### src/rtl/npc_pkg.sv
package npc_pkg;
  typedef enum logic [2:0] {
    NPC_SEQ  = 3'd0,
    NPC_BEQ  = 3'd1,
    NPC_BNE  = 3'd2,
    NPC_JMP  = 3'd3,
    NPC_JREG = 3'd4,
    NPC_JAL  = 3'd5
  } npc_ctl_e;
endpackage

### src/rtl/npc_cmp.sv
module npc_cmp #(
  parameter int XLEN = 32
) (
  input  logic [XLEN-1:0] a,
  input  logic [XLEN-1:0] b,
  output logic            same
);
  always_comb same = (a == b);
endmodule

### src/rtl/npc_target.sv
module npc_target #(
  parameter int XLEN  = 32,
  parameter int IMM_W = 16,
  parameter int TGT_W = 26
) (
  input  logic [XLEN-1:0]  pc,
  input  logic [IMM_W-1:0] imm,
  input  logic [TGT_W-1:0] tgt,
  output logic [XLEN-1:0]  seq_addr,
  output logic [XLEN-1:0]  br_addr,
  output logic [XLEN-1:0]  jmp_addr
);
  localparam int REGION_W = XLEN - TGT_W - 2;
  localparam int EXT_W    = XLEN - IMM_W - 2;

  logic [XLEN-1:0] offs;

  always_comb begin
    seq_addr = pc + XLEN'(4);
    offs     = {{EXT_W{imm[IMM_W-1]}}, imm, 2'b00};
    br_addr  = seq_addr + offs;
    jmp_addr = {pc[XLEN-1 -: REGION_W], tgt, 2'b00};
  end
endmodule

### src/rtl/npc_select.sv
module npc_select
  import npc_pkg::*;
#(
  parameter int XLEN = 32
) (
  input  logic [2:0]      ctl,
  input  logic            same,
  input  logic [XLEN-1:0] seq_addr,
  input  logic [XLEN-1:0] br_addr,
  input  logic [XLEN-1:0] jmp_addr,
  input  logic [XLEN-1:0] reg_addr,
  output logic [XLEN-1:0] next_addr,
  output logic            is_call
);
  always_comb begin
    next_addr = seq_addr;
    is_call   = 1'b0;
    case (npc_ctl_e'(ctl))
      NPC_BEQ:  if (same)  next_addr = br_addr;
      NPC_BNE:  if (!same) next_addr = br_addr;
      NPC_JMP:  next_addr = jmp_addr;
      NPC_JREG: next_addr = reg_addr;
      NPC_JAL: begin
        next_addr = jmp_addr;
        is_call   = 1'b1;
      end
      default:  next_addr = seq_addr;
    endcase
  end
endmodule

### src/rtl/nextpc_unit.sv
module nextpc_unit
  import npc_pkg::*;
#(
  parameter int XLEN     = 32,
  parameter int IMM_W    = 16,
  parameter int TGT_W    = 26,
  parameter int RIDX_W   = 5,
  parameter int LINK_REG = 31
) (
  input  logic              clk,
  input  logic              rst,
  input  logic              adv,
  input  logic [2:0]        ctl,
  input  logic [IMM_W-1:0]  imm,
  input  logic [TGT_W-1:0]  tgt,
  input  logic [XLEN-1:0]   opa,
  input  logic [XLEN-1:0]   opb,
  output logic [XLEN-1:0]   pc,
  output logic [XLEN-1:0]   link_data,
  output logic              link_we,
  output logic [RIDX_W-1:0] link_idx
);
  localparam int REGION_W = XLEN - TGT_W - 2;

  logic            same;
  logic            is_call;
  logic [XLEN-1:0] seq_addr, br_addr, jmp_addr, next_addr;

  npc_cmp #(.XLEN(XLEN)) u_cmp (.a(opa), .b(opb), .same(same));

  npc_target #(.XLEN(XLEN), .IMM_W(IMM_W), .TGT_W(TGT_W)) u_tgt (
    .pc(pc), .imm(imm), .tgt(tgt),
    .seq_addr(seq_addr), .br_addr(br_addr), .jmp_addr(jmp_addr)
  );

  npc_select #(.XLEN(XLEN)) u_sel (
    .ctl(ctl), .same(same), .seq_addr(seq_addr), .br_addr(br_addr),
    .jmp_addr(jmp_addr), .reg_addr(opa),
    .next_addr(next_addr), .is_call(is_call)
  );

  always_ff @(posedge clk) begin
    if (rst) begin
      pc        <= '0;
      link_we   <= 1'b0;
      link_data <= '0;
    end else begin
      link_we <= adv && is_call;
      if (adv) begin
        pc <= next_addr;
        if (is_call) link_data <= seq_addr;
      end
    end
  end

  assign link_idx = RIDX_W'(LINK_REG);

  assert_hold_R3: assert property (@(posedge clk) disable iff (rst)
    !adv |=> $stable(pc));
  assert_seq_step_R2: assert property (@(posedge clk) disable iff (rst)
    (adv && ctl == 3'(NPC_SEQ)) |=> pc == $past(pc) + XLEN'(4));
  assert_region_kept_R7: assert property (@(posedge clk) disable iff (rst)
    (adv && (ctl == 3'(NPC_JMP) || ctl == 3'(NPC_JAL)))
      |=> pc[XLEN-1 -: REGION_W] == $past(pc[XLEN-1 -: REGION_W]));
  assert_link_cause_R10: assert property (@(posedge clk) disable iff (rst)
    link_we |-> ($past(adv) && $past(ctl) == 3'(NPC_JAL)));
  assert_link_value_R9: assert property (@(posedge clk) disable iff (rst)
    link_we |-> link_data == $past(pc) + XLEN'(4));
endmodule

### config.mk
export PLATFORM = sky130hd
export DESIGN_NAME = nextpc_unit
export DESIGN_NICKNAME = d
export VERILOG_FILES = /design/src/rtl/npc_pkg.sv /design/src/rtl/npc_cmp.sv /design/src/rtl/npc_target.sv /design/src/rtl/npc_select.sv /design/src/rtl/nextpc_unit.sv
export SDC_FILE = /design/constraint.sdc
export NUM_CORES = 1
export LEC_CHECK = 0
export BUFFER_PORTS_ARGS = -buffer_cell sky130_fd_sc_hd__buf_2
export CORE_MARGIN = 2
export CORE_UTILIZATION = 57
export CTS_CLUSTER_SIZE = 28
export DETAILED_ROUTE_END_ITERATION = 6
export PLACE_DENSITY = 0.89
export SYNTH_ARGS = -nofsm -noshare
export SYNTH_HDL_FRONTEND = slang
export SYNTH_SLANG_ARGS = --single-unit
### constraint.sdc
create_clock -name clk -period 9.54 [get_ports clk]
set_input_delay 0.954 -clock clk [delete_from_list [all_inputs] [get_ports clk]]
set_output_delay 0.954 -clock clk [all_outputs]
set_load 0.05 [all_outputs]
==> results.md, run 1 <==
- Status: complete, but fails checks
- Failing checks: DRC
- Crit path DAT: 4.47 ns
- Nets@finish: 1,062
- Final period util: 44.2%
- CTS H-tree lvls: 3
- Vias in the first global route: 5,654
- Max Clk Rate: 0.237 GHz
- Distinct cells, synth: 80
- TritonRoute pass-1 iters: 7
- Max-slew headroom: 25.0%
- Cell Area, Synth: 5710 um2
- Number of synthesized flops with an enable pin: 0
- Die Area: 10,800 um2
- Post-CTS sizing: 0
- Vias/cell: 6.06
- Initial Utilization: 58.7%
- Kind of start point of the critical path: flip-flop
- Initial antenna violation count: 0
- CTS tree: done
- Setup violators final: 0
- Final Wtd Congestion: 0.976
- # hold bufs at CTS: 0
- First-pass GRT wire length: 29,200 um
- Post-layout min period: 4.22 ns
- Die W: 104 um
- Hold Path Class: flip-flop to flip-flop
- Row count: 36
- Synth async-reset ratio: 0%
- Final core occ: 70.3%
- Hold Vio Cnt, Final: 0
- Die height: 104 um
- Maxcap violations: 0
- Crit Path Class: flip-flop to flip-flop
- Post-Route WL: 18,700 um
- Cells after Synth: 762
- Port buffer count: 176
- WL met3: 1980 um
- Hold_ws: 0.454 ns
- Post-CTS setup buffers: 0
- M1 wire length: 7800 um
- Io pins: 182
- Worst-case clock buffer depth: 2
- Yosys reg bits: 65
- Largest net degree at the start of global routing: 62
- # DRC: 1
- CP required: 9.79 ns
- Top FF cell, synth: dfxtp_1
- Total Routing Usage GR: 33.8%
- Area of the core: 9730 um2
- Slew Limit Fails: 0
- Grt total ovfl: 0
- Top routing layer in use: met4
- Dpl hpwl: 14,400 um
- Leakage power: 0.00310 uW
- Setup WS post-layout: 5.32 ns
- Syn. warnings: 0
- Worst setup EP type: flip-flop
- Per-cell routed wire length: 17.8 um
- Post-route ant nets: 0
- # clock sinks: 65
- Setup_tns: 0 ns
- Pwr/cell area: 135 nW/um2
- Share of layout cells above drive strength 1: 24.7%
- Synth Area per Inst: 7.49 um2
- Clock transition at path regs: 0.08 ns
- Worst-Skew Late Latency: 0.35 ns
- Total CTS buffers: 9
- Layout area overhead: 19.8%
- Cell area after layout: 6840 um2
- Clock root buffer master: clkbuf_8
- Dpl cell area: 6610 um2
- Seq/Total Area, Yosys: 22.8%
- Max IR drop VDD: 70.3 uV
- Unrepaired setup endpoints after global routing: false
- CP max FO: 7
- Routed length on met2: 8310 um
- Worst Tran Pin Value: 1.12 ns
- Fin Clk Skew: 0.0116 ns
- DRT iter0 DRCs: 555
- Vias: 6,375
- R2r worst-path depth: 15
- Hold Crit Depth: 2
- Fill count: 878
- Pre-CTS setup slack: 5.49 ns
- Ant diodes: 0
through the flow:
stage                     std cells  power, uW
final                          1052        922
after global routing           1052        965
after CTS                      1052        919
after detailed placement       1036        645
after global placement         1036        644
after floorplan                 766        551
area by class of cell:
type	instances	area [um2]	share of cell area, %
inverter	17	63.8	0.933
clock inverter	6	90.1	1.32
sequential	65	1300	19.0
multi-input combinational	639	4160	60.8
timing repair buffer	182	926	13.5
clock buffer	10	138	2.01
tap	133	166	2.43
per-layer routing:
| layer | track usage (%) | vias up |
|---|---|---|
| li1 | - | 3087 |
| met1 | 46.3 | 2862 |
| met2 | 52.1 | 380 |
| met3 | 7.64 | 46 |
| met4 | 12.0 | 0 |
| met5 | 0 | - |
cells in the mapped netlist, types with 4 or more instances:
| cell type | count | area, um2 |
|---|---|---|
| nor2_1 | 113 | 424 |
| dfxtp_1 | 65 | 1300 |
| nand2_1 | 65 | 244 |
| xnor2_1 | 64 | 561 |
| nor3_1 | 43 | 215 |
| a21oi_1 | 42 | 210 |
| ha_1 | 35 | 438 |
| clkbuf_1 | 32 | 120 |
| nand3_1 | 26 | 130 |
| a22oi_1 | 24 | 180 |
| o21ai_0 | 21 | 105 |
| nand4_1 | 18 | 113 |
| inv_1 | 16 | 60.1 |
| nor2b_1 | 16 | 100 |
| a21o_1 | 14 | 105 |
| xor2_1 | 14 | 123 |
| a221oi_1 | 11 | 96.3 |
| a211oi_1 | 9 | 67.6 |
| buf_4 | 8 | 60.1 |
| a21oi_2 | 6 | 52.6 |
| a31oi_1 | 6 | 37.5 |
| o2111ai_1 | 6 | 52.6 |
| o21bai_1 | 6 | 45.0 |
| and4_1 | 5 | 43.8 |
| nor4_1 | 5 | 31.3 |
| o211a_1 | 5 | 50.1 |
| o21ai_1 | 5 | 25.0 |
| buf_2 | 4 | 20.0 |
registers in the layout (all words and copies together), names as in the netlist:
signal,cells
link_data,32
link_we,1
pc,32
logic make-up (layout without fill, tap and decap cells):
family / count (synthesis) / after routing / share of synthesized area (%)
simple gates: 324 / 324 / 27.8
compound gates: 193 / 193 / 24.1
xor+xnor: 78 / 78 / 12.0
flops: 65 / 65 / 22.8
buf+inv: 62 / 215 / 4.69
fa+ha+maj: 36 / 36 / 8.02
mux: 3 / 3 / 0.548
other cells: 1 / 5 / 0.0657
cell usage in the layout (no fill, tap or decap), types with 9 or more instances in the layout:
cell type  Yosys  routed
buf_2          4     176
nor2_1       113     113
nand2_1       65      65
dfxtp_1       65      65
xnor2_1       64      64
nor3_1        43      43
a21oi_1       42      42
ha_1          35      35
nand3_1       26      26
a22oi_1       24      24
o21ai_0       21      21
nand4_1       18      18
nor2b_1       16      16
inv_1         16      16
xor2_1        14      14
a21o_1        14      14
a221oi_1      11      11
clkbuf_8       0      10
a211oi_1       9       9
critical path, cell delays in order (launching register included):
cell	delay, ns
dfxtp_1	0.44
ha_1	0.26
nand3_1	0.18
nor2b_1	0.21
nand2_1	0.18
nor3_1	0.69
nand3_1	0.18
xnor2_1	0.35
ha_1	0.38
a21oi_1	0.16
nor2b_1	0.08
nor4_1	0.27
a21oi_2	0.11
xnor2_1	0.25
o211ai_2	0.10
a32o_2	0.29
power by group:
group,total (uW),internal (uW),switching (uW)
logic,342,121,221
registers,304,286,18.1
clock network,276,155,121
total,922,562,359
path summary, 6_finish.rpt:
| path | from | endpoint | slack (ns) |
|---|---|---|---|
| setup / recovery | pc[2] | pc[31] | 5.32 |
| hold / removal | link_data[1] | link_data[1] | 0.45 |
| setup reg to reg | pc[2] | pc[31] | 5.32 |
| hold reg to reg | link_data[1] | link_data[1] | 0.45 |
No activity file was read; power rests on OpenSTA's default activity.
==> run 2, diff against run 1 <==
--- a/config.mk
+++ b/config.mk
@@ -7,10 +7,10 @@
 export LEC_CHECK = 0
 export BUFFER_PORTS_ARGS = -buffer_cell sky130_fd_sc_hd__buf_2
 export CORE_MARGIN = 2
-export CORE_UTILIZATION = 57
+export CORE_UTILIZATION = 53
 export CTS_CLUSTER_SIZE = 28
 export DETAILED_ROUTE_END_ITERATION = 6
-export PLACE_DENSITY = 0.89
+export PLACE_DENSITY = 0.84
 export SYNTH_ARGS = -nofsm -noshare
 export SYNTH_HDL_FRONTEND = slang
 export SYNTH_SLANG_ARGS = --single-unit
==> constraint.sdc (replaced) <==
create_clock -name clk -period 4 [get_ports clk]
set_input_delay 0.4 -clock clk [delete_from_list [all_inputs] [get_ports clk]]
set_output_delay 0.4 -clock clk [all_outputs]
set_load 0.05 [all_outputs]
==> results.md, run 2 (same netlist as run 1, synthesis figures left out) <==
- Reg2reg setup slack: 0.25 ns (-5.07 ns)
- Most common cell after layout, fill and taps aside: buf_2
- Clock root buffer master: clkbuf_8
- Top Usage Layer GRT: met2
- WP buf/inv: 0 (unchanged)
- Total CTS buffers: 9 (unchanged)
- Nets@finish: 1,072 (+0.94%)
- Worst setup EP type: flip-flop
- Area of the core: 10,400 um2 (+7.1%)
- TritonRoute pass-1 iters: 5 (-2)
- Port buffer count: 176 (unchanged)
- Layout area overhead: 22.2%
- # hold bufs at CTS: 0 (unchanged)
- Share of layout cells above drive strength 1: 26.3% (+1.6 points)
- Post-layout min period: 3.75 ns (-0.471 ns)
- Net Sw Frac: 39.1% (+0.13 points)
- Int Pwr: 1350 uW (+140%)
- Cell area after layout: 6980 um2 (+2.0%)
- First-pass GRT wire length: 30,500 um (+4.5%)
- Final Wtd Congestion: 0.969 (-0.65%)
- Total Routing Usage GR: 33.6% (-0.16 points)
- Die height: 108 um (+3.6%)
- Final period util: 93.7% (+49 points)
- Fin Clk Skew: 0.00684 ns (-0.00475 ns)
- Vias/cell: 6.02 (-0.62%)
- Unrepaired setup endpoints after global routing: false
- Die Area: 11,600 um2 (+7.3%)
- Initial antenna violation count: 0 (unchanged)
- Critical path's most frequent cell: ha_1
- Dpl cell area: 6710 um2 (+1.5%)
- Clock power frac: 29.7% (-0.2 points)
- DRT iter0 DRCs: 543 (-2.2%)
- Vias: 6,414 (+0.61%)
- Met3 usage: 6.23% (-1.4 points)
- Vias in the first global route: 6,034 (+6.7%)
- Crit path DAT: 4.00 ns (-0.47 ns)
- Slew Limit Fails: 0 (unchanged)
- Ant diodes: 0 (unchanged)
- Max-slew headroom: 29.7% (+4.7 points)
- Sequential Power Share: 32.6% (-0.4 points)
- Worst-Skew Late Latency: 0.35 ns (about the same)
- Post-CTS setup buffers: 0 (unchanged)
- CP required: 4.25 ns (-5.54 ns)
- Dpl hpwl: 15,100 um (+5.4%)
- Maxcap violations: 0 (unchanged)
- Setup violators final: 0 (unchanged)
- CP max FO: 5 (-2)
- CTS tree: done
- Kind of start point of the critical path: flip-flop
- # DRC: 0 (-1)
- Crit Path Class: flip-flop to flip-flop
- Post-route ant nets: 0 (unchanged)
- Status: finished clean
- Commonest cells after routing, fill and taps aside: buf_2, nor2_1, dfxtp_1
- Hold Path Class: input port to flip-flop
- Pwr/cell area: 318 nW/um2 (+140%)
- Per-cell routed wire length: 18.2 um (+2.4%)
- Clock transition at path regs: 0.08 ns (about the same)
- CP cell instances: ha_1 > nand3_1 > nor2b_2 > nand2_2 > nor2_2 > nand2_1 > xnor2_1 > ha_1 > a21oi_1 > nor2_1 > o21ai_0 > o21ai_1 > a31oi_1 > a21oi_2 > xnor2_2 > o211ai_2 > a32o_2
- Worst Tran Pin Value: 1.05 ns (-0.0704 ns)
- Grt total ovfl: 0 (unchanged)
- Combinational power share: 37.7% (+0.6 points)
- Setup_tns: 0 ns (unchanged)
- Die W: 108 um (+3.6%)
- P_sw: 869 uW (+140%)
- Slowest stage delay, CP: 0.40 ns (-0.29 ns)
- Worst path top cell family by delay: compound AO/OA/AOI/OAI gates
- # clock sinks: 65 (unchanged)
- Crit path max-delay cell type: xnor2_1
- Biggest regs: link_data x32, pc x32, link_we x1
- Largest net degree at the start of global routing: 61 (-1.6%)
- Max IR drop VDD: 174 uV (+150%)
- Max Clk Rate: 0.267 GHz (+13%)
- Leakage power: 0.00317 uW (+2.3%)
- Initial Utilization: 54.8% (-3.9 points)
- Worst-case clock buffer depth: 2 (unchanged)
- Met2 Use GR: 53.4% (+1.3 points)
- Row count: 37 (+2.8%)
- CTS H-tree lvls: 3 (unchanged)
- Met1 global-route usage: 45.9% (-0.40 points)
- Post-Route WL: 19,400 um (+3.7%)
- Io pins: 182 (unchanged)
- Hold Vio Cnt, Final: 0 (unchanged)
## run 2: cell count changes in the layout (fill, tap and decap cells not counted), sizes merged
cell,change
buf,+10
## run 2: final timing paths
path / start / to / cells past startpoint
worst min-delay path: opa[1] / pc[1] / 3
worst min register to register: link_data[1] / link_data[1] / 2
worst max-delay path: pc[3] / pc[31] / 17
worst max register to register: pc[3] / pc[31] / 17
## run 2: power groups by stage
stage          registers (uW)  clock network, uW  logic (uW)
3_3_place_gp              736                  0         811
2_1_floorplan             854                  0         460
4_1_cts                   722                658         820
3_5_place_dp              738                  0         816
6_report                  724                661         837
5_1_grt                   730                688         902
## run 2: tightest hold or removal path, stage by stage
cell,delay [ns]
buf_2,0.12
nand4_1,0.08
a21oi_1,0.06
## run 2: area by class of cell
type,instances,area [um2]
clock buffers,10,138
clock inverters,6,90.1
fillers,971,3440
inverters,17,63.8
multi-input cells,639,4200
flip-flops and latches,65,1300
well taps,136,170
repair buffers,192,1010
## run 2: per-stage QoR
stage	utilization (%)	total power, uW	hold slack [ns]	setup WS (ns)	std cells
global placement	64.4	1550	0.439	0.336	1049
CTS	66.6	2200	0.343	0.155	1065
global route	67.0	2320	0.343	0.0436	1065
detailed placement	64.4	1550	0.445	0.187	1049
finish	67.0	2220	0.349	0.252	1065
floorplan	-	1310	0.446	0.194	766
## run 2: what timing repair did
item,in CTS,in global routing
hold endpoints to repair,0,0
setup endpoints to repair,0,5
gates resized for setup,0,9
## run 2: layer usage
layer / vias up / wire length, um
met5: - / 0
met4: 0 / 541
met3: 41 / 2060
met2: 356 / 8700
met1: 2925 / 8100
li1: 3092 / -
